## config.mk

```make
export PLATFORM = sky130hd
export DESIGN_NAME = hamSecEncoder
export DESIGN_NICKNAME = d
export VERILOG_FILES = /design/src/rtl/hamPkg.sv /design/src/rtl/hamEncCtrl.sv /design/src/rtl/hamEncPath.sv /design/src/rtl/hamSecEncoder.sv
export SDC_FILE = /design/constraint.sdc
export NUM_CORES = 1
export LEC_CHECK = 0
export BUFFER_PORTS_ARGS = -buffer_cell sky130_fd_sc_hd__buf_2
export CAP_MARGIN = 20
export CORE_MARGIN = 2
export CORE_UTILIZATION = 40
export CTS_CLUSTER_DIAMETER = 60
export CTS_CLUSTER_SIZE = 10
export DETAILED_ROUTE_END_ITERATION = 16
export PLACE_DENSITY_LB_ADDON = 0.15
export SLEW_MARGIN = 30
export SYNTH_ARGS = -nofsm -noshare
export SYNTH_HDL_FRONTEND = slang
export SYNTH_SLANG_ARGS = --single-unit
```

## constraint.sdc

```tcl
create_clock -name clk -period 0.8 [get_ports clk]
set_clock_uncertainty 0.1 [all_clocks]
set_input_delay 0.04 -clock clk [delete_from_list [all_inputs] [get_ports clk]]
set_output_delay 0.04 -clock clk [all_outputs]
set_load 0.1 [all_outputs]
```

## src/rtl/hamPkg.sv

```systemverilog
package hamPkg;

  // Control-to-datapath strobes
  typedef struct packed {
    logic load;
  } encStrobe_t;

  // Smallest r with 2^r >= k + r + 1
  function automatic int checkBits(input int k);
    int r;
    r = 0;
    while ((1 << r) < (k + r + 1)) r++;
    return r;
  endfunction

  // Zero-based data bit index carried at code position p (p not a power of two)
  function automatic int dataSlot(input int p);
    return p - $clog2(p + 1) - 1;
  endfunction

  // Positions (as bit p-1) whose index has bit j set
  function automatic logic [63:0] coverMask(input int n, input int j);
    logic [63:0] m;
    m = '0;
    for (int p = 1; p <= n; p++)
      if (((p >> j) & 1) == 1) m[p-1] = 1'b1;
    return m;
  endfunction

endpackage

```

## src/rtl/hamEncCtrl.sv

```systemverilog
module hamEncCtrl (
  input  logic               clk,
  input  logic               rstN,
  input  logic               inValid,
  output hamPkg::encStrobe_t strobe,
  output logic               outValid
);

  always_comb begin
    strobe.load = inValid;
  end

  always_ff @(posedge clk or negedge rstN) begin
    if (!rstN) outValid <= 1'b0;
    else       outValid <= inValid;
  end

endmodule

```

## src/rtl/hamEncPath.sv

```systemverilog
module hamEncPath #(
  parameter int K = 8,
  localparam int R = hamPkg::checkBits(K),
  localparam int N = K + R
) (
  input  logic               clk,
  input  logic               rstN,
  input  hamPkg::encStrobe_t strobe,
  input  logic [K-1:0]       inData,
  output logic [N-1:0]       outCode
);

  logic [N-1:0] spread;
  logic [R-1:0] parity;
  logic [N-1:0] codeNext;

  // Scatter data into non-power-of-two positions
  for (genvar p = 1; p <= N; p++) begin : gSpread
    if ((p & (p - 1)) != 0) begin : gData
      localparam int SLOT = hamPkg::dataSlot(p);
      assign spread[p-1] = inData[SLOT];
    end else begin : gHole
      assign spread[p-1] = 1'b0;
    end
  end

  // One reduction tree per check bit
  for (genvar j = 0; j < R; j++) begin : gParity
    localparam logic [63:0] MASK = hamPkg::coverMask(N, j);
    assign parity[j] = ^(spread & MASK[N-1:0]);
  end

  // Merge check bits into their positions
  for (genvar p = 1; p <= N; p++) begin : gMerge
    if ((p & (p - 1)) == 0) begin : gCheck
      assign codeNext[p-1] = parity[$clog2(p)];
    end else begin : gPass
      assign codeNext[p-1] = spread[p-1];
    end
  end

  always_ff @(posedge clk or negedge rstN) begin
    if (!rstN)            outCode <= '0;
    else if (strobe.load) outCode <= codeNext;
  end

endmodule

```

## src/rtl/hamSecEncoder.sv

```systemverilog
module hamSecEncoder #(
  parameter int K = 8,
  localparam int R = hamPkg::checkBits(K),
  localparam int N = K + R
) (
  input  logic         clk,
  input  logic         rstN,
  input  logic         inValid,
  input  logic [K-1:0] inData,
  output logic         outValid,
  output logic [N-1:0] outCode
);

  hamPkg::encStrobe_t strobe;

  hamEncCtrl uCtrl (
    .clk      (clk),
    .rstN     (rstN),
    .inValid  (inValid),
    .strobe   (strobe),
    .outValid (outValid)
  );

  hamEncPath #(.K(K)) uPath (
    .clk     (clk),
    .rstN    (rstN),
    .strobe  (strobe),
    .inData  (inData),
    .outCode (outCode)
  );

endmodule

```

==> results summary, run 1 <==
The cell area after synthesis came out at 582 um^2. Synthesis handed over a netlist of 37 instances. The total wirelength of the detailed-routed design is 1850 um. The signal on the critical path passes through buf_6, buf_12.

The number of hold-slack violations in the final timing report is 6. The highest cell delay on the worst timing path came out at 0.49 ns. The headroom to the max-slew limit came out at 80.4%. The library cell used most frequently in the layout, excluding fill and tap cells, is sky130_fd_sc_hd__buf_12. The row count is 13.

The hold path startpoint is inData[4]. The signal arrival time at the worst endpoint is 1.05 ns. The sum of buffers and inverters on the critical path came out at 2. The mean routed wirelength per cell came out at 18.9 um. The width of the die came out at 42.1 um. Tracing the worst setup path back leads to its startpoint at uPath.outCode[1]. Clock-pin slew was measured on the worst setup and hold paths at 0.08 ns. The synthesized design contains 13 register bits. The worst setup path is captured at an output port. The main combinational cell family by area after synthesis is multiplexers. Fill cells in the final layout number 50.

In the layout the commonest cells are sky130_fd_sc_hd__buf_12, sky130_fd_sc_hd__buf_6, sky130_fd_sc_hd__dfrtp_4. The leftover overflow at the end of global routing is 0. The worst-case clock buffer depth is 2. The power share of the combinational group came out at 57.5%. The xor-xnor portion of the synthesized cell area came out at 19.8%. The met1 capacity usage during global routing is 22.3%.

The flow ran to the end, but the final reports show violations. The number of global-route vias before repair is 572. The total number of H-tree levels is 1.

At the worst endpoint, the required time is 0.66 ns. The number of nets in the synthesized netlist came out at 48. The final period utilization is 149%. The final net count is 95. Setup violations remaining at the end of the flow were counted as 25. The final reports fail on negative hold slack, negative setup slack. The port buffer count is 23.

The pre-CTS setup slack came out at -0.405 ns. The total negative slack came out at -7.03 ns. The footprint of the flip-flops and latches came out at 372 um^2.

From synthesis to final layout, the design area changed by 110%. The number of buffers created by CTS is 3. The launch instance of the worst register-to-register path is uPath.outCode[1]. The slowest stage of the critical path is the sky130_fd_sc_hd__dfrtp_4 cell.

met2 is the most crowded layer. The unique cell type count in the Yosys netlist is 9. The part of the total power dissipated in sequential elements is 29.2%. The root buffer cell chosen for the clock tree is sky130_fd_sc_hd__clkbuf_4. The analysis attributes to net switching a power of 1.29 mW. The first global-routing pass estimated 2820 um of wire. Power spread over the standard cell area amounts to 2520 nW/um^2. The leakage power figure came out at 0.574 nW. Net switching is 41.9% of the power. TritonCTS built the clock tree. The type of the worst min-delay path is input port to flop.

The mux cell area share after synthesis is 21.9%. The worst-case vdd ir drop is 1510 uV. The worst hold path stage count is 2.

The maximum operating frequency came out at 0.838 GHz. Setup repair after global routing could not meet its margin everywhere. The critical path's top delay family is flip-flops.

The kind of start point of the critical path is a flop. The floorplan core area came out at 1330 um^2. The insertion delay to the later sink of the worst-skew pair is 0.27 ns. For this configuration, the core starts out at a cell density of 43.6%. Yosys printed 0 warnings.

The total iterations of the first detailed-routing run came out at 4. The count of max-cap constraint violations is 0. The number of top-level pins came out at 24.

The slew of the pin with the lowest slew margin came out at 0.294 ns. The die is 42.1 um tall. The simple logic cell fraction of the synthesized area came out at 0.645%. The share of cells above drive strength 1 came out at 83.1%.

The iteration-0 DRC count of the detailed router came out at 11. Counting cells, the worst reg-to-reg path comes to 2. The critical path in this run is classified as flop to output port. Across all hold checks on the routed design, the worst slack comes to -0.0352 ns.

The half-perimeter wire length after placement came out at 1080 um. The total die area came out at 1780 um^2. The cell internal power dissipation came out at 1.79 mW. The share of synthesized area occupied by flip-flops and latches is 55.9%. The quantity of hold-fixing buffers added after cts is 2.

The power share of the clock group is 13.2%. The remaining antenna violation count is 0. The number of antenna diodes came out at 0. The number of antenna violations at the first check in global routing is 0.

The total DRC errors in the routed layout is 0. The final estimated routing congestion in global placement is 0.700. The area of the multi-input gates is 282 um^2. The total global-route track usage is 23.1%.

The register-to-register setup slack came out at -0.30 ns. The met2 track demand over resource in global routing is 43.1%. The post-synthesis compound-gate area fraction came out at 0.860%. For this run, global-route usage on met3 was measured as 6.03%. The per-instance average area after synthesis is 15.7 um^2.

After layout, the worst setup slack is -0.393 ns. In this run the worst path has a maximum fanout of 2. Across all layers, the routed design uses 504 vias.

The minimum period implied by the final worst setup slack is 1.19 ns. The count of final max-slew check failures is 0. Of the total synthesized cell area, the portion taken by full adders, half adders and majority gates is 0%.

The critical register-to-register path endpoint is uPath.outCode[1]. Dividing the detail-routed via count by the number of cells gives 5.14. The largest net degree at the start of global routing is 15. CTS saw 13 sinks. The end of the worst hold path is uPath.outCode[8].
## worst register-to-register path, cell delays in order (launching register included)
cell and delay (ns):
sky130_fd_sc_hd__dfrtp_4 0.49, sky130_fd_sc_hd__buf_4 0.14, sky130_fd_sc_hd__mux2_4 0.26
## worst max-delay path by stage
stage                             endpoint  slack (ns)  depth (start not counted)
final                           outCode[1]       -0.39                          2
after global routing            outCode[5]       -0.42                          2
after CTS                       outCode[1]       -0.38                          2
after detailed placement  uPath.outCode[1]       -0.41                          4
after global placement    uPath.outCode[1]       -0.37                          4
after floorplan           uPath.outCode[0]       -0.33                          1
## metrics by stage
step	power (mW)	area [um^2]	hold WS, ns	std cells	utilization (%)
finish	3.09	1220	-0.0352	98	91.7
global route	3.18	1220	-0.0591	98	91.7
CTS	3.05	1200	-0.0608	97	90.2
detailed placement	2.52	1090	-0.157	88	81.9
global placement	2.48	1090	-0.157	88	81.9
floorplan	1.81	651	-0.356	37	-
## flip-flops by register name, indices dropped and copies added (netlist names)
signal,count
uCtrl.outValid,1
uPath.outCode,12
## layer usage
layer  vias up  part of all wire [%]
met5         -                     0
met4         0                   3.2
met3         7                   4.9
met2        25                    57
met1       254                    35
li1        218                     -
## timing repair
item,CTS,global route
endpoints found under the hold margin,20,6
gates resized for setup,11,3
endpoints found under the setup margin,25,26
buffers inserted,3,1
pin swaps,0,0
## synth_stat cells
| master | count | area [um^2] |
|---|---|---|
| sky130_fd_sc_hd__dfrtp_1 | 13 | 325 |
| sky130_fd_sc_hd__buf_2 | 1 | 5.00 |
| sky130_fd_sc_hd__mux2_2 | 10 | 113 |
| sky130_fd_sc_hd__xnor2_1 | 6 | 52.6 |
| sky130_fd_sc_hd__mux2_4 | 1 | 15.0 |
| sky130_fd_sc_hd__xnor3_1 | 2 | 45.0 |
| sky130_fd_sc_hd__a21oi_1 | 1 | 5.00 |
| sky130_fd_sc_hd__xor2_1 | 2 | 17.5 |
| sky130_fd_sc_hd__nor2_1 | 1 | 3.75 |
## layout make-up
cell class / instances / area share, %
clock buffer: 4 / 2.15
multi-input combinational: 23 / 23.0
sequential: 13 / 30.4
timing repair buffer: 43 / 42.9
tap: 15 / 1.53
## logic make-up (layout without fill, tap and decap cells)
kind of cell / after synthesis / count (layout)
flip-flops: 13 / 13
multiplexers: 11 / 11
XOR/XNOR: 10 / 10
AO/OA/AOI/OAI: 1 / 1
AND/OR/NAND/NOR: 1 / 1
buffers and inverters: 1 / 47
## power groups by stage
stage	Clock, mW	Combinational, mW	Sequential (mW)
after global routing	0.449	1.82	0.913
final	0.409	1.78	0.901
after detailed placement	0	1.63	0.898
after CTS	0.405	1.75	0.896
after global placement	0	1.60	0.885
after floorplan	0	0.218	1.60
(Power assumes the default switching activity.)
==> inputs of run 2 (changes only) <==
- PLACE_DENSITY: unset -> 0.71
- PLACE_DENSITY_LB_ADDON: 0.15 -> unset
==> results summary, run 2 (synthesis results as in run 1) <==
The flow ran to the end, but the final reports show violations. The final reports fail on negative hold slack, negative setup slack. The kind of start point of the critical path is a flop.

The total wirelength of the detailed-routed design is 2170 um. From bottom edge to top edge, the die measures 42.1 um. The number of hold-slack violations in the final timing report came out at 7.

Buffers inserted to repair hold after CTS numbered 2. The count of max-cap constraint violations came out at 0. Of all nets on the critical path, the largest fanout is 2. Ranked by flip-flop count, first place goes to uPath.outCode. The detailed router placed 498 vias in this run. The number of global-route vias before repair came out at 542. Headroom to the max-slew limit came out at 79.6%. The final layout contains 95 nets. The met1 capacity usage during global routing is 27.4%. The worst setup path is captured at an output port.

The mean routed wirelength per cell came out at 22.1 um. The count of final max-slew check failures is 0. The largest net degree at the start of global routing came out at 15.

The layer carrying the most global-route usage is met2. For this design the static power due to leakage is 0.574 nW. Setup repair after global routing could not meet its margin everywhere. The end of the worst hold path is uPath.outCode[8]. The type of the worst min-delay path is input port to flop. Clock latency on the worst-skew pair, taken at its later pin, is 0.29 ns. For this configuration, the core starts out at a cell density of 43.6%. In this run the standard cell core region covers 1330 um^2. The flip-flop count of the largest register, all copies and words added is 12. The routed design could run at a clock period as short as 1.24 ns. Data on the critical path arrives at its endpoint at 1.10 ns. The number of top-level pins came out at 24. Global routing used 38.8% of the available met2 tracks. The worst hold path begins at inData[4]. The worst hold path passes through 2 cells. The worst register-to-register path ends at uPath.outCode[4]. After layout, the worst path uses 155% of the clock period. The total die area came out at 1780 um^2.

The total DRC errors in the routed layout is 0. Global routing consumed, on the met3 layer, 2.59% of the routing resources. The number of antenna violations at the first check in global routing is 0.

The startpoint identified for the worst register-to-register timing path is uPath.outCode[4]. Setup violations remaining at the end of the flow were counted as 25. The via density per instance is 5.08. The critical path data required time came out at 0.66 ns.

The maximum operating frequency is 0.806 GHz. The final estimated routing congestion in global placement is 0.688. The row count came out at 13. The first-pass GRT wire length is 2820 um. Once detail routing completed, the nets flagged for antenna violations numbered 0. Setup slack on the worst reg-to-reg path comes out at -0.29 ns. TritonCTS built the clock tree. Dividing total power by cell area gives a power density of 2600 nW/um^2.

The critical path class is flop to output port. The worst reg-to-reg path cell count came out at 2. The number of clock buffers added by TritonCTS is 3. The iteration-0 DRC count of the detailed router is 2. The slew of the pin with the lowest slew margin came out at 0.304 ns. In this run the clock root is driven by a sky130_fd_sc_hd__clkbuf_4. The total iterations of the first detailed-routing run is 4. The worst-case clock buffer depth came out at 2. Of the cells placed in the final design, the portion with a size suffix greater than 1 is 85.5%. The port buffer count came out at 23. The total negative slack came out at -7.59 ns. In the layout the commonest cells are sky130_fd_sc_hd__buf_12, sky130_fd_sc_hd__buf_6, sky130_fd_sc_hd__dfrtp_4. The total number of H-tree levels is 1.

The final cell utilization of the core is 92.7%. The synthesis-to-finish area growth came out at 112%. The setup slack after layout came out at -0.440 ns.

The tightest hold path in the finished design has a slack of -0.0931 ns. The repair_antennas step left the layout with diodes totalling 0. The half-perimeter wire length after placement came out at 1080 um.

The clock-pin slew on the worst setup and hold paths came out at 0.11 ns. The width of the die is 42.1 um. The total clock sinks came out at 13.

The leftover overflow at the end of global routing is 0. In the final layout, the registers with the most flip-flops are uPath.outCode: 12 flops, uCtrl.outValid: 1 flops. The total global-route track usage is 22.1%. Across the VDD grid, the largest voltage drop is 1760 uV.
-- run 2: layout make-up --
class,count,area (um^2)
timing repair buffer,43,533
sequential,13,372
multi-input combinational,23,285
fill,43,97.6
clock buffer,3,22.5
tap,15,18.8
clock inverter,1,5.00
-- run 2: what timing repair did --
item	in CTS	in global routing
gates resized for setup	13	5
endpoints found under the hold margin	20	6
setup endpoints to repair	25	26
setup buffers	2	2
-- run 2: worst max-delay path: stages, from the launching register on --
cell and delay, ns:
sky130_fd_sc_hd__dfrtp_4 0.51, sky130_fd_sc_hd__buf_6 0.13, sky130_fd_sc_hd__buf_12 0.15
-- run 2: how the worst max path moves through the flow --
stage / to / cells after the start / start / slack [ns]
global placement: uPath.outCode[1] / 4 / inData[0] / -0.37
floorplan: uPath.outCode[0] / 1 / uPath.outCode[0] / -0.33
finish: outCode[5] / 2 / uPath.outCode[5] / -0.44
global route: outCode[5] / 2 / uPath.outCode[5] / -0.46
detailed placement: uPath.outCode[1] / 4 / inData[0] / -0.40
CTS: outCode[6] / 2 / uPath.outCode[6] / -0.40
-- run 2: power by group --
part           internal, mW  switching, mW  total (mW)
Clock                 0.187          0.290       0.477
Combinational         0.813           1.01        1.82
Sequential            0.814          0.102       0.915
Total                  1.81           1.40        3.21
-- run 2: metrics by stage --
step           setup WS [ns]  cells  hold WS [ns]  power [mW]  instance area, um^2
2_1_floorplan         -0.327     37        -0.356        1.81                  651
3_3_place_gp          -0.366     88        -0.161        2.48                 1090
3_5_place_dp          -0.395     88        -0.160        2.51                 1090
4_1_cts               -0.401     96       -0.0882        3.06                 1200
5_1_grt               -0.459     98       -0.0907        3.29                 1240
6_report              -0.440     98       -0.0931        3.21                 1240
-- run 2: metal layers --
layer | vias up | share of wire (%)
met5 | - | 0
met4 | 0 | 1.3
met3 | 3 | 3.1
met2 | 20 | 57
met1 | 259 | 39
li1 | 216 | -
==> inputs of run 3 (changes only) <==
- clock period: 0.8 -> 1.1 ns (I/O delays scaled with it)
==> results summary, run 3 (synthesis results as in run 1) <==
The worst-case vdd ir drop is 1150 uV. The worst pin sits at a relative slew slack of 79.8%. The insertion delay to the later sink of the worst-skew pair is 0.27 ns. Leaving out fill and tap cells, the most frequent cell in the layout is sky130_fd_sc_hd__buf_12. The part of the total power dissipated in sequential elements is 32.7%. The total DRC errors in the routed layout came out at 0. The iteration-0 DRC count of the detailed router is 5.

The clock root buffer master is sky130_fd_sc_hd__clkbuf_4. CTS built an H-tree with a depth of 1. The checks that failed: negative setup slack.

Data arrives at the worst endpoint at 0.95 ns. For this design the total switching power over the nets is 871 uW. STA classifies the critical path endpoint as an output port. The min-delay analysis places its worst path in the category input port to flop. The die is 42.1 um tall. The row count is 13.

The number of fill cells came out at 68. The number of global-route vias before repair came to 466. The analysis attributes to cell leakage a power of 0.506 nW. The run finished, with violations left. The number of buffers created by CTS came out at 3. Setup total negative slack on the finished layout was measured at -0.00225 ns. The total power density per cell area is 1810 nW/um^2.

The leftover overflow at the end of global routing is 0. The count of endpoints failing setup in the final report is 1. 24 I/O pins were placed. After floorplanning, the core was sized to cover 1330 um^2. The number of cells after detailed placement is 77. The signal on the critical path passes through buf_12.

The CTS tree is done. Port buffering added 23 buffers. The number of hold-slack violations in the final timing report is 0.

In this run the deepest clock path goes through 2 buffers. Detailed placement finished with a half-perimeter wire length of 934 um. At the end of routability-driven placement, the weighted congestion stood at 0.675.

In this run, the clock network consumes 14.4% of the power. The total clock sinks came out at 13. The kind of start point of the critical path is a flop. For the pin with the worst max-slew slack, the measured transition is 0.302 ns. The final cell utilization of the core came out at 84.1%. The total die area came out at 1780 um^2. The count of max-cap constraint violations came out at 0. The first detailed-routing pass ran for 4 iterations. The total wirelength of the detailed-routed design is 1310 um.

Once the floorplan was initialized, standard cells occupied 43.6% of the core. The maximum operating frequency is 0.907 GHz. In the final layout, the share of cells above drive strength 1 is 68.4%. The power share of the combinational group is 53.0%. The final route contains 439 vias.

The cell internal power dissipation came out at 1.16 mW. Setup repair after global routing could not meet its margin everywhere. The non-filler instance count after layout is 91.

In the layout the commonest cells are sky130_fd_sc_hd__buf_12, sky130_fd_sc_hd__dlygate4sd3_1, sky130_fd_sc_hd__buf_2, sky130_fd_sc_hd__dfrtp_4, sky130_fd_sc_hd__mux2_4. The worst hold path terminates at uPath.outCode[9]. The width of the die came out at 42.1 um. The count of final max-slew check failures was 0.

The register-to-register setup slack came out at 0.12 ns. The mean routed wirelength per cell came out at 14.4 um. The count of buffers added by post-CTS timing repair for setup came out at 0.

Grouping stages by cell kind, the critical path spends the most delay in flip-flops. The setup slack after layout is -0.00225 ns. The remaining antenna violation count came out at 0. The endpoint identified for the worst register-to-register timing path is uPath.outCode[2]. The synthesis-to-finish area growth came out at 92.7%. The largest single stage delay on the critical path is 0.50 ns. The number of antenna diodes is 0. The critical path in this run is classified as flop to output port.

The flip-flop count of the largest register, all copies and words added came out at 12. The final period utilization came out at 100%. The highest-delay cell along the critical path is sky130_fd_sc_hd__dfrtp_4. The critical path data required time is 0.94 ns.

The worst hold path stage count came out at 2. The sum of buffers and inverters on the critical path came out at 1. The largest net degree at the start of global routing came out at 14.

In the global route stage, overall resource usage came out at 16.7%. The worst hold path begins at inValid. The number of gates resized after cts is 0. The launch instance of the worst register-to-register path is uPath.outCode[2]. The minimum period implied by the final worst setup slack came out at 1.10 ns.

The worst register-to-register path has a depth of 1. Of all nets on the critical path, the largest fanout is 2. The final net count came out at 88.

The clock-pin slew on the worst setup and hold paths is 0.08 ns. In the routed layout, each cell is associated on average with a via count of 4.82. The first-pass GRT wire length came out at 2140 um. The register with the most flip-flops in the final layout is uPath.outCode.

In the final layout, the registers with the most flip-flops are uPath.outCode: 12 flops, uCtrl.outValid: 1 flops. The switching share of total power came out at 42.9%. The number of antenna violations at the first check in global routing came out at 0.
[run 3: timing repair]
| item | in CTS | in global routing |
|---|---|---|
| setup endpoints to repair | 7 | 10 |
| endpoints found under the hold margin | 22 | 0 |
| hold buffers | 10 | 0 |
[run 3: layer usage]
metal / global-route usage [%] / vias to the layer above / part of all wire (%)
met2: 25.0 / 22 / 47
met4: 9.38 / 0 / 2.6
met3: 4.74 / 6 / 6.5
li1: - / 202 / -
met5: 0 / - / 0
met1: 21.7 / 209 / 43
[run 3: per-stage QoR]
| stage | instance area [um^2] | hold WS [ns] | setup slack, ns | total power [mW] |
|---|---|---|---|---|
| 6_report | 1120 | 0.0469 | -0.00225 | 2.03 |
| 3_3_place_gp | 995 | -0.147 | -0.0814 | 1.71 |
| 5_1_grt | 1120 | 0.0570 | -0.0340 | 2.10 |
| 3_5_place_dp | 995 | -0.144 | -0.0992 | 1.72 |
| 2_1_floorplan | 648 | -0.341 | -0.0418 | 1.31 |
| 4_1_cts | 1120 | 0.0434 | -0.00755 | 2.04 |
[run 3: worst max-delay path by stage]
stage                      from          endpoint  cells after the start
2_1_floorplan  uPath.outCode[1]  uPath.outCode[1]                      1
5_1_grt        uPath.outCode[9]        outCode[9]                      1
4_1_cts        uPath.outCode[0]        outCode[0]                      1
3_3_place_gp          inData[0]  uPath.outCode[1]                      4
6_report       uPath.outCode[0]        outCode[0]                      1
3_5_place_dp          inData[0]  uPath.outCode[1]                      4
[run 3: power groups by stage]
stage | clock, mW | sequential, mW | combinational [mW]
after floorplan | 0 | 1.15 | 0.162
after global placement | 0 | 0.671 | 1.04
after detailed placement | 0 | 0.674 | 1.05
after CTS | 0.299 | 0.664 | 1.08
after global routing | 0.320 | 0.672 | 1.11
final | 0.292 | 0.663 | 1.08
[run 3: area by class of cell]
class	instances	area [um^2]	share of cell area (%)
clock buffers	4	26.3	2.34
multi-input cells	23	278	24.8
well taps	15	18.8	1.67
flip-flops and latches	13	365	32.6
repair buffers	36	433	38.6
